[src/rtl/conv_seq_pkg.sv]
`timescale 1ns/1ps
package conv_seq_pkg;
  typedef enum logic {
    MODE_REG = 1'b0,
    MODE_DW  = 1'b1
  } conv_mode_e;

  typedef struct packed {
    logic first;   // tap (0,0) of a window
    logic last;    // final tap of a window
    logic acc;     // final tap of an output accumulation
    logic fin;     // final tap of the layer
  } tap_flags_t;
endpackage

[src/rtl/conv_seq_ctrl.sv]
`timescale 1ns/1ps
module conv_seq_ctrl
  import conv_seq_pkg::*;
#(
  parameter int CH_W  = 4,
  parameter int BLK_W = 4,
  parameter int K_W   = 3
) (
  input  logic             clk,
  input  logic             rst,
  input  logic             start_i,
  input  conv_mode_e       mode_i,
  input  logic [CH_W-1:0]  n_in_m1_i,
  input  logic [CH_W-1:0]  n_out_m1_i,
  input  logic [BLK_W-1:0] n_blk_m1_i,
  input  logic [K_W-1:0]   k_m1_i,
  input  logic             done_i,
  output logic             accept_o,
  output logic             busy_o,
  output logic             run_o,
  output conv_mode_e       mode_o,
  output logic [CH_W-1:0]  n_in_o,
  output logic [K_W-1:0]   k_o,
  output logic [CH_W-1:0]  oc_o,
  output logic [CH_W-1:0]  ic_o,
  output logic [BLK_W-1:0] blk_o,
  output logic [K_W-1:0]   ky_o,
  output logic [K_W-1:0]   kx_o,
  output tap_flags_t       flags_o
);
  logic             busy_q, run_q;
  conv_mode_e       mode_q;
  logic [CH_W-1:0]  nin_q, nout_q, oc_q, ic_q;
  logic [BLK_W-1:0] nblk_q, blk_q;
  logic [K_W-1:0]   k_q, ky_q, kx_q;

  logic accept, kx_end, ky_end, tap_end, ic_end, blk_end, oc_end;

  assign accept  = start_i & ~busy_q;
  assign kx_end  = (kx_q == k_q);
  assign ky_end  = (ky_q == k_q);
  assign tap_end = kx_end & ky_end;
  // depthwise has no input-channel level: it always counts as ended
  assign ic_end  = (mode_q == MODE_DW) || (ic_q == nin_q);
  assign blk_end = (blk_q == nblk_q);
  assign oc_end  = (oc_q == nout_q);

  always_ff @(posedge clk) begin
    if (rst) begin
      busy_q <= 1'b0;
      run_q  <= 1'b0;
      mode_q <= MODE_REG;
      nin_q  <= '0;
      nout_q <= '0;
      nblk_q <= '0;
      k_q    <= '0;
      oc_q   <= '0;
      ic_q   <= '0;
      blk_q  <= '0;
      ky_q   <= '0;
      kx_q   <= '0;
    end else if (accept) begin
      busy_q <= 1'b1;
      run_q  <= 1'b1;
      mode_q <= mode_i;
      nin_q  <= n_in_m1_i;
      nout_q <= n_out_m1_i;
      nblk_q <= n_blk_m1_i;
      k_q    <= k_m1_i;
      oc_q   <= '0;
      ic_q   <= '0;
      blk_q  <= '0;
      ky_q   <= '0;
      kx_q   <= '0;
    end else begin
      if (done_i) busy_q <= 1'b0;
      if (run_q) begin
        if (!kx_end) kx_q <= kx_q + 1'b1;
        else begin
          kx_q <= '0;
          if (!ky_end) ky_q <= ky_q + 1'b1;
          else begin
            ky_q <= '0;
            if (!ic_end) ic_q <= ic_q + 1'b1;
            else begin
              ic_q <= '0;
              if (!blk_end) blk_q <= blk_q + 1'b1;
              else begin
                blk_q <= '0;
                if (!oc_end) oc_q <= oc_q + 1'b1;
                else run_q <= 1'b0;
              end
            end
          end
        end
      end
    end
  end

  assign accept_o      = accept;
  assign busy_o        = busy_q;
  assign run_o         = run_q;
  assign mode_o        = mode_q;
  assign n_in_o        = nin_q;
  assign k_o           = k_q;
  assign oc_o          = oc_q;
  assign ic_o          = ic_q;
  assign blk_o         = blk_q;
  assign ky_o          = ky_q;
  assign kx_o          = kx_q;
  assign flags_o.first = (kx_q == '0) && (ky_q == '0);
  assign flags_o.last  = tap_end;
  assign flags_o.acc   = tap_end & ic_end;
  assign flags_o.fin   = tap_end & ic_end & blk_end & oc_end;

  // the loop never runs outside a busy window
  a_r1_idle_quiet: assert property (@(posedge clk) disable iff (rst)
    !busy_q |-> !run_q);
  // the column index steps by one while inside a kernel row
  a_r2_col_step: assert property (@(posedge clk) disable iff (rst)
    run_q && !kx_end |=> kx_q == $past(kx_q) + 1'b1);
  // done arrives only after the loop has stopped, and it ends busy
  a_r9_done_after_run: assert property (@(posedge clk) disable iff (rst)
    done_i |-> !run_q);
  a_r9_busy_drop: assert property (@(posedge clk) disable iff (rst)
    done_i |=> !busy_q);
  // a start while busy leaves the captured layer untouched
  a_r10_hold: assert property (@(posedge clk) disable iff (rst)
    busy_q && start_i |=> $stable(mode_q) && $stable(k_q) && $stable(nout_q));
endmodule

[src/rtl/conv_seq_addr.sv]
`timescale 1ns/1ps
module conv_seq_addr
  import conv_seq_pkg::*;
#(
  parameter int CH_W  = 4,
  parameter int BLK_W = 4,
  parameter int K_W   = 3,
  parameter int DIL_W = 2,
  parameter int FA_W  = 16,
  parameter int WA_W  = 16
) (
  input  logic             clk,
  input  logic             rst,
  input  logic             accept_i,
  input  logic [DIL_W-1:0] dil_m1_i,
  input  logic [FA_W-1:0]  row_stride_i,
  input  logic [FA_W-1:0]  blk_stride_i,
  input  logic [FA_W-1:0]  ch_stride_i,
  input  logic [WA_W-1:0]  w_base_i,
  input  logic             valid_i,
  input  conv_mode_e       mode_i,
  input  logic [CH_W-1:0]  n_in_i,
  input  logic [K_W-1:0]   k_i,
  input  logic [CH_W-1:0]  oc_i,
  input  logic [CH_W-1:0]  ic_i,
  input  logic [BLK_W-1:0] blk_i,
  input  logic [K_W-1:0]   ky_i,
  input  logic [K_W-1:0]   kx_i,
  input  tap_flags_t       flags_i,
  output logic             vld_o,
  output logic             first_o,
  output logic             last_o,
  output logic             acc_o,
  output logic [FA_W-1:0]  fm_addr_o,
  output logic [WA_W-1:0]  w_addr_o,
  output logic             done_o
);
  logic [DIL_W-1:0] dil_q;
  logic [FA_W-1:0]  rs_q, bs_q, cs_q;
  logic [WA_W-1:0]  wb_q;

  always_ff @(posedge clk) begin
    if (rst) begin
      dil_q <= '0;
      rs_q  <= '0;
      bs_q  <= '0;
      cs_q  <= '0;
      wb_q  <= '0;
    end else if (accept_i) begin
      dil_q <= dil_m1_i;
      rs_q  <= row_stride_i;
      bs_q  <= blk_stride_i;
      cs_q  <= ch_stride_i;
      wb_q  <= w_base_i;
    end
  end

  // feature side: channel plane + block + dilated tap offset
  logic [FA_W-1:0] rate, ch_f, fm_next;
  assign rate    = FA_W'(dil_q) + 1'b1;
  assign ch_f    = (mode_i == MODE_DW) ? FA_W'(oc_i) : FA_W'(ic_i);
  assign fm_next = ch_f * cs_q + FA_W'(blk_i) * bs_q
                 + rate * FA_W'(ky_i) * rs_q + rate * FA_W'(kx_i);

  // weight side: one K*K kernel per (output, input) pair, or per channel
  logic [WA_W-1:0] kdim, ksq, wsel, w_next;
  assign kdim   = WA_W'(k_i) + 1'b1;
  assign ksq    = kdim * kdim;
  assign wsel   = (mode_i == MODE_DW) ? WA_W'(oc_i)
                : WA_W'(oc_i) * (WA_W'(n_in_i) + 1'b1) + WA_W'(ic_i);
  assign w_next = wb_q + wsel * ksq + WA_W'(ky_i) * kdim + WA_W'(kx_i);

  logic            vld_q, first_q, last_q, acc_q, fin_q, done_q;
  logic [FA_W-1:0] fm_q;
  logic [WA_W-1:0] w_q;

  always_ff @(posedge clk) begin
    if (rst) begin
      vld_q   <= 1'b0;
      first_q <= 1'b0;
      last_q  <= 1'b0;
      acc_q   <= 1'b0;
      fin_q   <= 1'b0;
      done_q  <= 1'b0;
      fm_q    <= '0;
      w_q     <= '0;
    end else begin
      vld_q   <= valid_i;
      first_q <= valid_i & flags_i.first;
      last_q  <= valid_i & flags_i.last;
      acc_q   <= valid_i & flags_i.acc;
      fin_q   <= valid_i & flags_i.fin;
      done_q  <= vld_q & fin_q;
      if (valid_i) begin
        fm_q <= fm_next;
        w_q  <= w_next;
      end
    end
  end

  assign vld_o     = vld_q;
  assign first_o   = first_q;
  assign last_o    = last_q;
  assign acc_o     = acc_q;
  assign fm_addr_o = fm_q;
  assign w_addr_o  = w_q;
  assign done_o    = done_q;

  // a window that is not the layer's last is followed by a new window
  a_r6_first_after_last: assert property (@(posedge clk) disable iff (rst)
    vld_q && last_q && !fin_q |=> first_q);
  // in depthwise mode every window closes an accumulation
  a_r7_dw_acc: assert property (@(posedge clk) disable iff (rst)
    vld_q && last_q && mode_i == MODE_DW |-> acc_q);
  // no bubble between the first and the last tap
  a_r8_no_gap: assert property (@(posedge clk) disable iff (rst)
    vld_q && !fin_q |=> vld_q);
  // done is a single-cycle pulse with no tap beside it
  a_r9_done_single: assert property (@(posedge clk) disable iff (rst)
    done_q |=> !done_q);
  a_r9_done_quiet: assert property (@(posedge clk) disable iff (rst)
    done_q |-> !vld_q);
endmodule

[src/rtl/conv_seq.sv]
`timescale 1ns/1ps
module conv_seq
  import conv_seq_pkg::*;
#(
  parameter int CH_W  = 4,
  parameter int BLK_W = 4,
  parameter int K_W   = 3,
  parameter int DIL_W = 2,
  parameter int FA_W  = 16,
  parameter int WA_W  = 16
) (
  input  logic             clk,
  input  logic             rst,
  input  logic             start,
  input  logic             mode,
  input  logic [CH_W-1:0]  n_in_m1,
  input  logic [CH_W-1:0]  n_out_m1,
  input  logic [BLK_W-1:0] n_blk_m1,
  input  logic [K_W-1:0]   k_m1,
  input  logic [DIL_W-1:0] dil_m1,
  input  logic [FA_W-1:0]  row_stride,
  input  logic [FA_W-1:0]  blk_stride,
  input  logic [FA_W-1:0]  ch_stride,
  input  logic [WA_W-1:0]  w_base,
  output logic             busy,
  output logic             tap_vld,
  output logic             tap_first,
  output logic             tap_last,
  output logic             acc_last,
  output logic [FA_W-1:0]  fm_addr,
  output logic [WA_W-1:0]  w_addr,
  output logic             done
);
  logic             accept, run, done_int;
  conv_mode_e       mode_q;
  logic [CH_W-1:0]  nin_q, oc, ic;
  logic [K_W-1:0]   k_q, ky, kx;
  logic [BLK_W-1:0] blk;
  tap_flags_t       flags;

  conv_seq_ctrl #(.CH_W(CH_W), .BLK_W(BLK_W), .K_W(K_W)) u_ctrl (
    .clk(clk), .rst(rst), .start_i(start), .mode_i(conv_mode_e'(mode)),
    .n_in_m1_i(n_in_m1), .n_out_m1_i(n_out_m1), .n_blk_m1_i(n_blk_m1),
    .k_m1_i(k_m1), .done_i(done_int), .accept_o(accept), .busy_o(busy),
    .run_o(run), .mode_o(mode_q), .n_in_o(nin_q), .k_o(k_q),
    .oc_o(oc), .ic_o(ic), .blk_o(blk), .ky_o(ky), .kx_o(kx), .flags_o(flags)
  );

  conv_seq_addr #(.CH_W(CH_W), .BLK_W(BLK_W), .K_W(K_W), .DIL_W(DIL_W),
                  .FA_W(FA_W), .WA_W(WA_W)) u_addr (
    .clk(clk), .rst(rst), .accept_i(accept), .dil_m1_i(dil_m1),
    .row_stride_i(row_stride), .blk_stride_i(blk_stride),
    .ch_stride_i(ch_stride), .w_base_i(w_base), .valid_i(run),
    .mode_i(mode_q), .n_in_i(nin_q), .k_i(k_q), .oc_i(oc), .ic_i(ic),
    .blk_i(blk), .ky_i(ky), .kx_i(kx), .flags_i(flags),
    .vld_o(tap_vld), .first_o(tap_first), .last_o(tap_last),
    .acc_o(acc_last), .fm_addr_o(fm_addr), .w_addr_o(w_addr),
    .done_o(done_int)
  );

  assign done = done_int;
endmodule

[config.mk]
export PLATFORM = sky130hd
export DESIGN_NAME = conv_seq
export DESIGN_NICKNAME = d
export VERILOG_FILES = /design/src/rtl/conv_seq_pkg.sv /design/src/rtl/conv_seq_ctrl.sv /design/src/rtl/conv_seq_addr.sv /design/src/rtl/conv_seq.sv
export SDC_FILE = /design/constraint.sdc
export NUM_CORES = 1
export LEC_CHECK = 0
export ABC_AREA = 1
export ABC_CLOCK_PERIOD_IN_PS = 13000
export BUFFER_PORTS_ARGS = -buffer_cell sky130_fd_sc_hd__buf_2
export CORE_MARGIN = 2
export CORE_UTILIZATION = 50
export DETAILED_ROUTE_END_ITERATION = 6
export PLACE_DENSITY = 0.68
export SLEW_MARGIN = 0
export SYNTH_ARGS = -nofsm -noshare
export SYNTH_HDL_FRONTEND = slang
export SYNTH_SLANG_ARGS = --single-unit
[constraint.sdc]
create_clock -name clk -period 13 [get_ports clk]
set_clock_uncertainty 0.1 [all_clocks]
set_input_delay 0.65 -clock clk [delete_from_list [all_inputs] [get_ports clk]]
set_output_delay 0.65 -clock clk [all_outputs]
set_load 0.03 [all_outputs]
== Yosys cells after proc, flatten, opt, wreduce, memory -nomap -nowiden ==
Cells that the tools add are included.
Operators by class
  add/sub/neg operators: 15
  $mul: 9
  equality and inequality tests: 5
  multiplexer cells: 15
  bitwise operators: 12
  reductions and logical operators: 10
Operators by type and width (number)
  $add 16x16->16: 5
  $mul 16x16->16: 4
  $mul 16x3->16: 2
  $mul 4x16->16: 2
  $add 16x3->16: 1
  $add 16x4->16: 1
  $mul 3x16->16: 1
  $mux 16: 1
  $add 4x1->4 const B: 3
  $eq 4x4->1: 3
  $mux 4: 3
  $and 1x1->1: 10
  $mux 1: 9
  $add 3x1->3 const B: 2
  $eq 3x3->1: 2
  $logic_not 3->1: 2
  $mux 3: 2
  $reduce_and 6->1: 1
  $add 4x1->5 const B: 1
  $add 3x1->4 const B: 1
  $reduce_and 4->1: 1
  $add 2x1->3 const B: 1
  $reduce_and 3->1: 1
  $not 1->1: 2
  5 further kinds: 5
Word-level totals
  bits in registers: 140

== Depth between registers and ports, before layout ==
  word-level depth: 8
  depth in mapped cells: 45

== Cells and area by module ==
A second synthesis with hierarchy kept.
Second synthesis, totals
  cell total of the unflattened synthesis: 2231
  area total of the unflattened synthesis: 16821.1 um^2
Modules (own cells, without submodules)
  conv_seq_addr: instances 1, cells each 1941, area each 14889.3 um^2
  conv_seq_ctrl: instances 1, cells each 290, area each 1931.9 um^2

== Worst setup path after synthesis ==
OpenSTA, ideal clock, no wires.
  kind: reg2reg
  start: register u_ctrl.nin_q[0] (netlist: u_ctrl.n_in_o[0])
  end: register u_addr.w_q[15] (netlist: u_addr.w_addr_o[15])
  data arrival time: 8.394 ns
  data required time: 12.791 ns
  path slack: 4.397 ns
  stages on the path, launching flop included: 40
  buffers on the path: 1
  clock period less this slack: 8.603 ns
  cell sequence: dfxtp_1 ha_1 xor2_1 nand2_1 fa_1 fa_1 inv_1 fa_1 ha_1 a21oi_1 nand2_1 inv_1 nor2_1 nor2_1 inv_1 a21oi_1 xor2_1 or2_2 (+4 left out) fa_1 fa_1 inv_1 ha_1 fa_1 fa_1 inv_1 fa_1 inv_1 ha_1 a21o_1 a31oi_1 o21ai_0 a31oi_1 nand3b_1 nand3_1 nand2_1 inv_1
Between the ends
  cells in the longest elaborated chain, start to end: 8
RTL lines
  start: declaration: RTL line conv_seq_ctrl.sv:33  | logic [CH_W-1:0] nin_q, nout_q, oc_q, ic_q;
  start signal: assignment: RTL line conv_seq_ctrl.sv:66  | nin_q <= n_in_m1_i;
  $add 4x1->5: RTL line conv_seq_addr.sv:70  | : WA_W'(oc_i) * (WA_W'(n_in_i) + 1'b1) + WA_W'(ic_i);
  $mul 4x16->16: RTL line conv_seq_addr.sv:70
  $add 16x4->16: RTL line conv_seq_addr.sv:70
  $mux 16: RTL line conv_seq_addr.sv:69  | assign wsel = (mode_i == MODE_DW) ? WA_W'(oc_i)
  $mul 16x16->16: RTL line conv_seq_addr.sv:71  | assign w_next = wb_q + wsel * ksq + WA_W'(ky_i) * kdim + WA_W'(kx_i);
  $add 16x16->16 (2 in series): RTL line conv_seq_addr.sv:71
  $add 16x3->16: RTL line conv_seq_addr.sv:71
  end signal: assignment: RTL line conv_seq_addr.sv:96  | w_q <= w_next;
  end: declaration: RTL line conv_seq_addr.sv:75  | logic [WA_W-1:0] w_q;
No other way between the ends.
A chain may end at the register's enable or synchronous reset.

== Worst setup path in the final report ==
Ends and elaborated chain as after synthesis.

==> impl_metrics.tcl <==
set metrics [dict create \
    period_share 0.700 \
    status "complete, no violations" \
    rr_worst_depth 38 \
    setup_viol 0 \
    hold_class "reg2reg" \
    grt_pass1_wl_um 71600 \
    reg2reg_from "u_ctrl.n_in_o[0]" \
    cp-startpoint "u_ctrl.n_in_o[0]" \
    syn_avg_cell_area_um2 7.59 \
    period_needed_ps 9100 \
    final_cell_area_mm2 0.0190 \
    startpoint_type "register" \
    hold_buffers 0 \
    root_buffer "clkbuf_16" \
    final_cell_mix "inv_1, nand2_1, ha_1" \
    initial_core_util 0.506 \
    post_drt_via_cell_ratio 5.05 \
    first_global_vias 14700 \
    ios 123 \
    netlist_area_mm2 0.0174 \
    r2r_slack_ps 3900 \
    port_buffers 122 \
    power.density_mw_per_mm2 65.8 \
    crit_arrival_ps 9350 \
    synth-seq-cells 140 \
    synth_edf_count 0 \
    fp.dieW_um 191 \
    antenna_found_initial 1 \
    first_pass_iters 5 \
    ys_seq_area_frac 0.161 \
    whs_path_depth 2 \
    instances_no_fill 2855 \
    p_leak_nw 11.0 \
    drive_gt1_frac 0.0779 \
    grt_max_degree 67 \
    drtIter0Drc 860 \
    grt_usage 0.251 \
    nets 2927 \
    vias 14400 \
    synth_cell_types 42 \
    critPathTopFamily "adder cells" \
    fmax_mhz 110 \
    relSlewSlack 0.352 \
    slowest_stage "fa_1" \
    ys_warn_count 0 \
    critPathBufInv 8 \
    n_antenna_cell 0 \
    slew_violations 0 \
    die_y_um 191 \
    area_growth_pct 9.27 \
    clock_latency_ps 450 \
    htree_levels 4 \
    criticalPathCategory "reg2reg" \
    vdd_drop_max_v 0.000102 \
    cts_tree "done" \
    end_kind "register" \
    utilization 0.553 \
    postCtsSetupBuffers 0 \
    rows 68 \
    place_inst 2823 \
    clkTransAtPathRegs_ps 70 \
    coreArea_mm2 0.0344 \
    required_ps 13250 \
    dpl_cell_area_mm2 0.0184 \
    final_common_cell "inv_1" \
    synth_ff_type "dfxtp_1" \
    grt_overflow 0 \
    setup_tns_ps 0 \
    hold_viol 0 \
    drtAntennaViolNets 0 \
    clockBufferDepth 2 \
    routedWlPerCell_um 15.3 \
    hp-start "u_addr.fin_q" \
    numCtsBuffers 17 \
    synth_async_sr_flop_share 0 \
    min_to "u_addr.done_o" \
    tightest_slew_ps 971 \
    postSynthCellCount 2294 \
    rsz0062_at_grt "no" \
    dieArea_mm2 0.0363 \
    wl_um 43800 \
    timing.critical_path.fanout_max 7 \
    routabilityCongestion 0.962 \
    ctsResizeCount 0 \
    drc 0 \
    cpMostUsedCell "fa_1" \
    cap_violations 0 \
    hpwl_um 35900 \
    cpPeakStageDelay_ps 540 \
    r2r_end "u_addr.w_addr_o[15]" \
    cts.sinks 140 \
]
## layer usage
layer,part of all wire,global-route usage,wire length [um],up-vias
met3,0.045,0.0309,1960,92
met2,0.49,0.426,21300,374
met4,0.038,0.108,1670,2
met1,0.43,0.322,18900,6879
li1,-,-,-,7071
met5,0.00030,0,13,-
## stage by stage
stage | total power, W | setup WS, ps | hold slack, ps
6_report | 0.00125 | 3900 | 317
4_1_cts | 0.00126 | 3880 | 310
2_1_floorplan | 0.000662 | 4400 | 295
3_5_place_dp | 0.000749 | 3910 | 312
3_3_place_gp | 0.000744 | 4110 | 301
5_1_grt | 0.00131 | 3260 | 325
## worst max-delay path by stage
stage | to | slack [ps] | cells past startpoint
2_1_floorplan | u_addr.w_addr_o[15] | 4400 | 39
3_3_place_gp | u_addr.w_addr_o[15] | 4110 | 38
4_1_cts | u_addr.w_addr_o[15] | 3880 | 38
6_report | u_addr.w_addr_o[15] | 3900 | 38
3_5_place_dp | u_addr.w_addr_o[15] | 3910 | 38
5_1_grt | u_addr.w_addr_o[13] | 3260 | 38
## registers in the layout, indices dropped and copies added, names as in the netlist, 2 cells and up
register,flops
u_ctrl.k_o,3
u_addr.wb_q,16
u_ctrl.n_in_o,4
u_addr.cs_q,16
u_ctrl.blk_o,4
u_addr.bs_q,16
u_addr.fm_addr_o,16
u_addr.w_addr_o,16
u_addr.dil_q,2
u_ctrl.ic_o,4
u_ctrl.nout_q,4
u_ctrl.kx_o,3
u_ctrl.ky_o,3
u_addr.rs_q,16
u_ctrl.oc_o,4
u_ctrl.nblk_q,4
## worst min-delay path, stage by stage (launching register included)
cell and delay (ps):
dfxtp_1 300, nand2_1 50, nor2_1 30
## cell families after synthesis
| group | after synthesis | synth area share |
|---|---|---|
| xor gates and xnor gates | 46 | 0.0232 |
| AOI/OAI and AO/OA | 175 | 0.0543 |
| adders and majority gates | 455 | 0.424 |
| other | 1 | 0.000215 |
| and+or+nand+nor | 841 | 0.199 |
| DFF | 140 | 0.161 |
| buffers and inverters | 636 | 0.138 |
## report_power, final
group / total [W] / internal [W] / switching, W
registers: 0.000495 / 0.000463 / 0.0000327
logic: 0.000245 / 0.0000778 / 0.000168
clock network: 0.000510 / 0.000287 / 0.000223
## Yosys cell counts (6+ instances only)
library cell  number  area share
buf_2              6      0.0017
xnor2_1           17      0.0086
clkbuf_1          48       0.010
fa_1             225        0.26
nor3_1             8      0.0023
ha_1             230        0.17
a31oi_1            6      0.0022
xor2_1            29       0.015
inv_1            567        0.12
a21oi_1           45       0.013
o21ai_0          100       0.029
nand3_1          139       0.040
nand2_1          430       0.093
buf_1              6      0.0013
nand4_1           11      0.0040
nand3b_1           6      0.0026
dfxtp_1          140        0.16
nor2_1           225       0.049
## area by class of cell
type	count	area [um2]
Fill cell	3317	15400
Multi-Input combinational cell	1525	12200
Sequential cell	140	2800
Inverter	574	2150
Timing Repair Buffer	129	663
Tap cell	455	569
Clock buffer	18	429
Clock inverter	14	160
(Power assumes the default switching activity.)
